**src/rtl/rp_irq_pkg.sv**
```systemverilog
// Package: bit positions and shared types of the root-port interrupt aggregator.
// Assumes a 32-bit register word; event and INTx positions are fixed by software.
package rp_irq_pkg;

    localparam int REG_W     = 32;
    localparam int EVT_N     = 6;
    localparam int INTX_N    = 4;
    localparam int INTX_LSB  = 16;
    localparam int INTX_STEP = 2;

    // Status bit position of event source idx.
    function automatic int evt_bit(input int idx);
        case (idx)
            0:       return 15;
            1:       return 24;
            2:       return 25;
            3:       return 26;
            4:       return 27;
            default: return 28;
        endcase
    endfunction

    // Status bit position of INTx line n.
    function automatic int intx_bit(input int n);
        return INTX_LSB + INTX_STEP * n;
    endfunction

    // All event positions as a word.
    function automatic logic [REG_W-1:0] evt_field();
        logic [REG_W-1:0] f;
        f = '0;
        for (int i = 0; i < EVT_N; i++) f[evt_bit(i)] = 1'b1;
        return f;
    endfunction

    // All INTx positions as a word.
    function automatic logic [REG_W-1:0] intx_field();
        logic [REG_W-1:0] f;
        f = '0;
        for (int n = 0; n < INTX_N; n++) f[intx_bit(n)] = 1'b1;
        return f;
    endfunction

    localparam logic [REG_W-1:0] IMPL_BITS = evt_field() | intx_field();

    // Decoded write strobes, at most one high per cycle.
    typedef struct packed {
        logic clr;       // write-one-to-clear on status
        logic unmask;    // write-one-to-unmask
        logic mask_set;  // write-one-to-mask
    } wr_strobe_t;

endpackage

```
**src/rtl/rp_irq_regif.sv**
```systemverilog
// Register interface: decodes the offset into write strobes and muxes read data.
// Assumes one access per cycle; purely combinational.
module rp_irq_regif
    import rp_irq_pkg::*;
#(
    parameter int              ADDR_W     = 12,
    parameter logic [ADDR_W-1:0] OFS_STATUS = 12'h4C0,
    parameter logic [ADDR_W-1:0] OFS_MASK   = 12'h4C4,
    parameter logic [ADDR_W-1:0] OFS_UNMASK = 12'h4C8,
    parameter logic [ADDR_W-1:0] OFS_MSET   = 12'h4CC
) (
    input  logic              wr_en,
    input  logic [ADDR_W-1:0] addr,
    input  logic [REG_W-1:0]  wdata,
    input  logic [REG_W-1:0]  status,
    input  logic [REG_W-1:0]  mask,
    output wr_strobe_t        stb,
    output logic [REG_W-1:0]  wr_bits,
    output logic [REG_W-1:0]  rdata
);

    // Write strobes from the offset; only implemented bits pass.
    always_comb begin
        stb.clr      = wr_en && (addr == OFS_STATUS);
        stb.unmask   = wr_en && (addr == OFS_UNMASK);
        stb.mask_set = wr_en && (addr == OFS_MSET);
        wr_bits      = wdata & IMPL_BITS;
    end

    // Read mux; strobe words and unmapped offsets return zero.
    always_comb begin
        if (addr == OFS_STATUS)    rdata = status;
        else if (addr == OFS_MASK) rdata = mask;
        else                       rdata = '0;
    end

endmodule

```
**src/rtl/rp_irq_status.sv**
```systemverilog
// Status word: sticky event bits set by pulses and cleared by software,
// plus INTx bits that track their wires one cycle late.
// Assumes pulses are one cycle wide and already synchronous to clk.
module rp_irq_status
    import rp_irq_pkg::*;
(
    input  logic              clk,
    input  logic              rst_n,
    input  logic [EVT_N-1:0]  evt_pulse,
    input  logic [INTX_N-1:0] intx_level,
    input  logic              clr_en,
    input  logic [REG_W-1:0]  clr_bits,
    output logic [REG_W-1:0]  status
);

    logic [EVT_N-1:0]  evt_q;
    logic [INTX_N-1:0] intx_q;

    for (genvar i = 0; i < EVT_N; i++) begin : g_evt
        localparam int POS = evt_bit(i);

        // Sticky event bit: a new pulse takes priority over a clearing write.
        always_ff @(posedge clk) begin
            if (!rst_n)                         evt_q[i] <= 1'b0;
            else if (evt_pulse[i])              evt_q[i] <= 1'b1;
            else if (clr_en && clr_bits[POS])   evt_q[i] <= 1'b0;
        end

        assert_set_wins_R7: assert property (@(posedge clk) disable iff (!rst_n)
            evt_pulse[i] |=> status[POS]);

        assert_sticky_R5: assert property (@(posedge clk) disable iff (!rst_n)
            status[POS] && !(clr_en && clr_bits[POS]) |=> status[POS]);
    end

    for (genvar n = 0; n < INTX_N; n++) begin : g_intx
        localparam int POS = intx_bit(n);

        // INTx status bit registers the wire level each cycle.
        always_ff @(posedge clk) begin
            if (!rst_n) intx_q[n] <= 1'b0;
            else        intx_q[n] <= intx_level[n];
        end

        assert_intx_follow_R8: assert property (@(posedge clk) disable iff (!rst_n)
            1'b1 |=> status[POS] == $past(intx_level[n]));
    end

    // Places event and INTx bits at their positions; others stay zero.
    always_comb begin
        status = '0;
        for (int i = 0; i < EVT_N; i++)  status[evt_bit(i)]  = evt_q[i];
        for (int n = 0; n < INTX_N; n++) status[intx_bit(n)] = intx_q[n];
    end

endmodule

```
**src/rtl/rp_irq_mask.sv**
```systemverilog
// Mask word: a 1 masks the source. Changed only by set and clear strobes.
// Assumes incoming bits are already limited to implemented positions.
module rp_irq_mask
    import rp_irq_pkg::*;
(
    input  logic             clk,
    input  logic             rst_n,
    input  logic             unmask,
    input  logic             mask_set,
    input  logic [REG_W-1:0] bits,
    output logic [REG_W-1:0] mask
);

    logic [REG_W-1:0] mask_q;

    // Mask update: reset masks everything, strobes touch only bits written as 1.
    always_ff @(posedge clk) begin
        if (!rst_n)        mask_q <= IMPL_BITS;
        else if (unmask)   mask_q <= mask_q & ~bits;
        else if (mask_set) mask_q <= mask_q | bits;
    end

    assign mask = mask_q;

    assert_unmask_R3: assert property (@(posedge clk) disable iff (!rst_n)
        unmask |=> (mask & $past(bits)) == '0);

    assert_mask_set_R4: assert property (@(posedge clk) disable iff (!rst_n)
        mask_set && !unmask |=> (mask & $past(bits)) == $past(bits));

    assert_mask_hold_R1: assert property (@(posedge clk) disable iff (!rst_n)
        !unmask && !mask_set |=> $stable(mask));

endmodule

```
**src/rtl/rp_irq_aggregator.sv**
```systemverilog
// Top: root-port interrupt aggregator. Ties register interface, status word and
// mask word together and drives the level summary interrupt.
// Assumes synchronous inputs and a single-cycle register access.
module rp_irq_aggregator
    import rp_irq_pkg::*;
#(
    parameter int                ADDR_W     = 12,
    parameter logic [ADDR_W-1:0] OFS_STATUS = 12'h4C0,
    parameter logic [ADDR_W-1:0] OFS_MASK   = 12'h4C4,
    parameter logic [ADDR_W-1:0] OFS_UNMASK = 12'h4C8,
    parameter logic [ADDR_W-1:0] OFS_MSET   = 12'h4CC
) (
    input  logic              clk,
    input  logic              rst_n,
    input  logic [5:0]        evt_pulse,
    input  logic [3:0]        intx_level,
    input  logic              wr_en,
    input  logic [ADDR_W-1:0] addr,
    input  logic [31:0]       wdata,
    output logic [31:0]       rdata,
    output logic              irq_out
);

    wr_strobe_t       stb;
    logic [REG_W-1:0] wr_bits;
    logic [REG_W-1:0] status;
    logic [REG_W-1:0] mask;

    rp_irq_regif #(
        .ADDR_W(ADDR_W), .OFS_STATUS(OFS_STATUS), .OFS_MASK(OFS_MASK),
        .OFS_UNMASK(OFS_UNMASK), .OFS_MSET(OFS_MSET)
    ) u_regif (
        .wr_en(wr_en), .addr(addr), .wdata(wdata), .status(status), .mask(mask),
        .stb(stb), .wr_bits(wr_bits), .rdata(rdata)
    );

    rp_irq_status u_status (
        .clk(clk), .rst_n(rst_n), .evt_pulse(evt_pulse), .intx_level(intx_level),
        .clr_en(stb.clr), .clr_bits(wr_bits), .status(status)
    );

    rp_irq_mask u_mask (
        .clk(clk), .rst_n(rst_n), .unmask(stb.unmask), .mask_set(stb.mask_set),
        .bits(wr_bits), .mask(mask)
    );

    // Summary line: any pending source that is not masked.
    always_comb irq_out = |(status & ~mask);

    assert_irq_quiet_R10: assert property (@(posedge clk) disable iff (!rst_n)
        (mask == IMPL_BITS) |-> !irq_out);

    assert_rd_unmapped_R1: assert property (@(posedge clk) disable iff (!rst_n)
        (addr != OFS_STATUS) && (addr != OFS_MASK) |-> rdata == '0);

endmodule

```
**config.mk**
```make
export PLATFORM = sky130hd
export DESIGN_NAME = rp_irq_aggregator
export DESIGN_NICKNAME = d
export VERILOG_FILES = /design/src/rtl/rp_irq_pkg.sv /design/src/rtl/rp_irq_regif.sv /design/src/rtl/rp_irq_status.sv /design/src/rtl/rp_irq_mask.sv /design/src/rtl/rp_irq_aggregator.sv
export SDC_FILE = /design/constraint.sdc
export NUM_CORES = 1
export LEC_CHECK = 0
export CAP_MARGIN = 20
export CORE_UTILIZATION = 25
export CTS_CLUSTER_SIZE = 16
export DETAILED_ROUTE_END_ITERATION = 8
export SLEW_MARGIN = 10
export SYNTH_ARGS = -nofsm -noshare
export SYNTH_HDL_FRONTEND = slang
export SYNTH_SLANG_ARGS = --single-unit
```
**constraint.sdc**
```tcl
create_clock -name clk -period 7.07 [get_ports clk]
set_input_delay 1.7675 -clock clk [delete_from_list [all_inputs] [get_ports clk]]
set_output_delay 1.7675 -clock clk [all_outputs]
set_load 0.01 [all_outputs]
```
==> results of run 1 <==
Yosys cell counts:
| cell type | number |
|---|---|
| conb_1 | 1 |
| buf_4 | 22 |
| buf_2 | 1 |
| dfxtp_1 | 20 |
| inv_1 | 7 |
| o41ai_1 | 10 |
| or2_2 | 1 |
| nand4bb_1 | 1 |
| nor4b_1 | 1 |
| nand2b_1 | 3 |
| or4_1 | 2 |
| nor2_1 | 17 |
| o2111ai_1 | 1 |
| o21ai_0 | 6 |
| or4_4 | 1 |
| a21oi_1 | 6 |
| o22ai_1 | 3 |
| clkbuf_1 | 8 |
| o211ai_1 | 10 |
| or4b_4 | 1 |
| and2_1 | 4 |
| buf_1 | 1 |
| nand3_1 | 10 |
| buf_6 | 1 |
| mux2i_1 | 10 |
| nand2_1 | 11 |
report_power, final:
part           total (mW)  internal [mW]  switching, mW  leakage, nW
logic              0.0461         0.0237         0.0224        0.484
clock network      0.0869         0.0495         0.0373       0.0288
registers           0.119          0.116        0.00223        0.165
cells by family after synthesis:
logic type,after synthesis
AOI/OAI and AO/OA,36
muxes,10
and+or+nand+nor,52
buffers and inverters,40
DFF,20
other,1
worst max path at each step:
stage             from  slack, ps        end  depth (start not counted)
6_report       addr[9]        990  rdata[26]                          5
5_1_grt        addr[9]        910  rdata[24]                          5
4_1_cts        addr[9]        990  rdata[26]                          5
3_5_place_dp   addr[9]       1000  rdata[26]                          5
3_3_place_gp   addr[9]        980  rdata[26]                          5
2_1_floorplan  addr[9]       2180  rdata[15]                          4
metal layers:
metal	global-route usage	share of wire	up-vias
met2	0.203	0.45	51
met4	0.0196	0.0055	0
met3	0.0428	0.088	2
met1	0.166	0.45	546
met5	0	0	-
li1	-	-	598
worst max-delay path: stages:
cell and delay [ps]:
clkdlybuf4s50_1 400, or4b_4 650, or4_1 730, nor2_1 210, clkdlybuf4s50_1 560
stage by stage:
stage,hold slack [ps],cell area [µm²],power [mW],cells
after floorplan,476,1340,0.152,180
after global placement,494,1670,0.167,261
after detailed placement,504,1670,0.167,261
after CTS,516,1730,0.255,265
after global routing,535,1730,0.264,265
final,515,1730,0.252,265
cell type report:
class	count	area share
Clock buffer	4	0.0318
Inverter	7	0.0152
Multi-Input combinational cell	120	0.404
Sequential cell	20	0.232
Tap cell	67	0.0485
Timing Repair Buffer	47	0.269
==> flow_summary.yaml, run 1 <==
run_status:
  status: "finished clean"
cells_and_area:
  drive_gt1_frac: 0.0455
  area_growth_pct: 37.1
  final_cell_mix: "clkdlybuf4s50_1 (45), conb_1 (22), dfxtp_1 (20)"
  multi_input_area_um2: 698
  nets: 256
  fillers: 524
  final_util: 0.361
  diodes: 0
  register_area_um2: 400
  final_common_cell: "clkdlybuf4s50_1"
die:
  row_count: 25
  pin_count: 90
  fp.dieH_um: 73.0
  start_util: 0.264
  core_area_um2: 4790
  die-area_um2: 5330
  chipWidth_um: 73.0
global_route:
  grt_pass1_vias: 1107
  grt_overflow_total: 0
  grt_max_degree: 21
  grt_pass1_wl_um: 5240
  grt_use_total: 0.126
  antenna_found_initial: 0
timing:
  worst_pin_slew_ps: 750
  rsz0062_at_grt: "false"
  skew_ps: 0
  maxSlewViolCount: 0
  setup_viol: 0
  fin_tns_setup_ps: 0
  maxSlewHeadroom: 0.499
  setup_ws_ps: 986
  fin_crit_ps: 6080
  finalHoldViolations: 0
  period_share: 0.860
  fmax_mhz: 164
routing:
  ant_nets: 0
  first_pass_iters: 4
  via_count: 1197
  route.detailed.drc: 0
  wl_per_cell_um: 12.4
  drtIter0Drc: 66
  viasPerCell: 4.52
  wl_um: 3300
logic_synthesis:
  synth_xor_area_frac: 0
  avgSynthCellArea_um2: 7.93
  postSynthCellCount: 159
  synth_mux_area_frac: 0.0794
  synth-seq-cells: 20
  synth_adder_area_share: 0
  yosys-top-cells-area: "dfxtp_1 (32%), buf_4 (13%), mux2i_1 (7.9%), o41ai_1 (6.9%), o211ai_1 (6.0%)"
  synth_simple_gate_area_frac: 0.210
  synth_area_leader_cell: "dfxtp_1"
  synth_top_area_share: 0.317
  netlist_area_um2: 1260
  synth_top_family_by_area: "simple AND/OR/NAND/NOR gates"
  ys_seq_area_frac: 0.317
  yosysUniqueCellTypes: 26
  synth_compound_area_frac: 0.198
  synth-warning-count: 0
place:
  portBuffers: 45
  place.gp.congestion: 0.787
  dp_hpwl_um: 2360
  dp_slack_ps: 997
clock_tree:
  clkLatencyLatePin_ps: 260
  htreeDepth: 1
  cts.sinks: 20
  cts_tree: "built"
  ctsResizeCount: 0
  clockBufferDepth: 2
  cts_hold_buf: 0
  clk_transition_reported_paths_ps: 70
  numCtsBuffers: 3
  cts_setup_buffers: 0
  root_buffer: "clkbuf_8"
critical_path:
  start_kind: "input pin"
  critPathKind: "in2out"
  reg2reg_slack_ps: 6370
  worstPathArrival_ps: 4320
  r2r_cells: 2
  worstPathMaxFanout: 13
  cp-end-kind: "output pin"
  cp.required_ps: 5300
worst_hold_path:
  hold_depth: 2
  hold_path.class: "reg2reg"
pwr:
  leakagePower_nw: 0.678
  power_density_nw_per_um2: 145
  ir_drop_uv: 106
run:
  drv_cap: 0
Power figures use the tool's default switching activity.
==> inputs of run 2 (changes only) <==
Settings changed: CORE_MARGIN set to 10, DONT_BUFFER_PORTS set to 1.
==> flow_summary.yaml, run 2 (synthesis gave the netlist of run 1 again) <==
clock_tree:
  cts_setup_buffers: 0
  clk_transition_reported_paths_ps: 80
  cts_hold_buf: 0
  htreeDepth: 1
  numCtsBuffers: 3
  ctsResizeCount: 0
  cts.sinks: 20
  clockBufferDepth: 2
  clkLatencyLatePin_ps: 250
  cts_tree: "built"
  root_buffer: "clkbuf_8"
pwr:
  p_int_mw: 0.199
  ir_drop_uv: 58.6
  leakagePower_nw: 0.510
  sw_frac_of_total: 0.211
  power_density_nw_per_um2: 196
  p_switching_mw: 0.0533
  pwr-share-seq: 0.470
  power_frac_comb: 0.079
  power.share.clock: 0.451
cells_and_area:
  final_common_cell: "conb_1"
  diodes: 0
  final_cell_mix: "conb_1 (22), dfxtp_1 (20), nor2_1 (17)"
  drive_gt1_frac: 0.0526
  fin_cells: 219
  nets: 210
  final_util: 0.267
  area_growth_pct: 2.08
critical_path:
  worstPathMaxFanout: 13
  cp.required_ps: 5300
  rr_startpoint: "u_status.status[28]"
  r2r_cells: 2
  endpoint: "rdata[20]"
  reg2reg_slack_ps: 6410
  critPathKind: "in2out"
  worstPathArrival_ps: 3450
  cp-end-kind: "output pin"
  startpoint: "addr[9]"
  start_kind: "input pin"
  crit-reg2reg-capture: "u_status.status[28]"
routing:
  route.detailed.drc: 0
  via_count: 1024
  ant_nets: 0
  drtIter0Drc: 104
  first_pass_iters: 4
  viasPerCell: 4.68
  wl_per_cell_um: 16.5
  wl_um: 3610
timing:
  rsz0062_at_grt: "false"
  finalHoldViolations: 0
  fin_crit_ps: 5220
  skew_ps: 0
  setup_viol: 0
  maxSlewViolCount: 0
  maxSlewHeadroom: 0.620
  fin_tns_setup_ps: 0
  period_share: 0.738
  worst_pin_slew_ps: 567
  fmax_mhz: 192
die:
  chipWidth_um: 91.0
  start_util: 0.262
  core_area_um2: 4820
  row_count: 25
  pin_count: 90
  die-area_um2: 8290
  fp.dieH_um: 91.0
global_route:
  grt_pass1_vias: 1053
  grt_max_degree: 21
  grt_pass1_wl_um: 5620
  grt_overflow_total: 0
  grt_use_total: 0.0828
  antenna_found_initial: 0
place:
  portBuffers: 0
  place.gp.congestion: 0.719
  dp_cells: 215
  dp_hpwl_um: 2880
run_status:
  status: "finished clean"
worst_hold_path:
  hold_path.class: "reg2reg"
run:
  drv_cap: 0
==> run 2: stage by stage <==
stage	hold WS (ps)	area (µm²)	setup WS, ps	total power [mW]
final	519	1290	1850	0.252
after global routing	547	1290	1730	0.263
after CTS	519	1290	1830	0.254
after detailed placement	506	1220	1830	0.141
after global placement	500	1220	1810	0.140
after floorplan	476	1340	2180	0.152
==> run 2: routing by layer <==
metal / vias to the layer above / GRT usage / part of all wire / wire length, µm
met5: - / 0 / 0 / 0
met4: 0 / 0.0196 / 0.0053 / 19
met3: 2 / 0.0502 / 0.14 / 502
met2: 43 / 0.129 / 0.46 / 1680
met1: 473 / 0.0939 / 0.39 / 1410
li1: 506 / - / - / -
==> run 2: power groups by stage <==
stage                     Sequential (mW)  Clock, mW  Combinational (mW)
after global placement              0.121          0              0.0193
after detailed placement            0.121          0              0.0196
after CTS                           0.119      0.116              0.0197
after global routing                0.119      0.121              0.0234
after floorplan                     0.121          0              0.0312
final                               0.119      0.114              0.0200
==> run 2: worst min-delay path by stage <==
stage / startpoint / endpoint / slack [ps] / cells past startpoint
global route: flop / flop / 550 / 2
detailed placement: flop / flop / 510 / 2
CTS: flop / flop / 520 / 2
finish: flop / flop / 520 / 2
floorplan: flop / flop / 480 / 2
global placement: flop / flop / 500 / 2
==> run 2: final cells by class <==
cell class	count	area, µm²
Inverter	7	26.3
Clock inverter	1	30.0
Fill cell	554	3530
Tap cell	67	83.8
Sequential cell	20	400
Multi-Input combinational cell	120	698
Clock buffer	3	41.3
Timing Repair Buffer	1	7.51
==> run 2: critical path: stages <==
cell,delay (ps)
or4b_4,620
or4_1,720
nor2_1,330
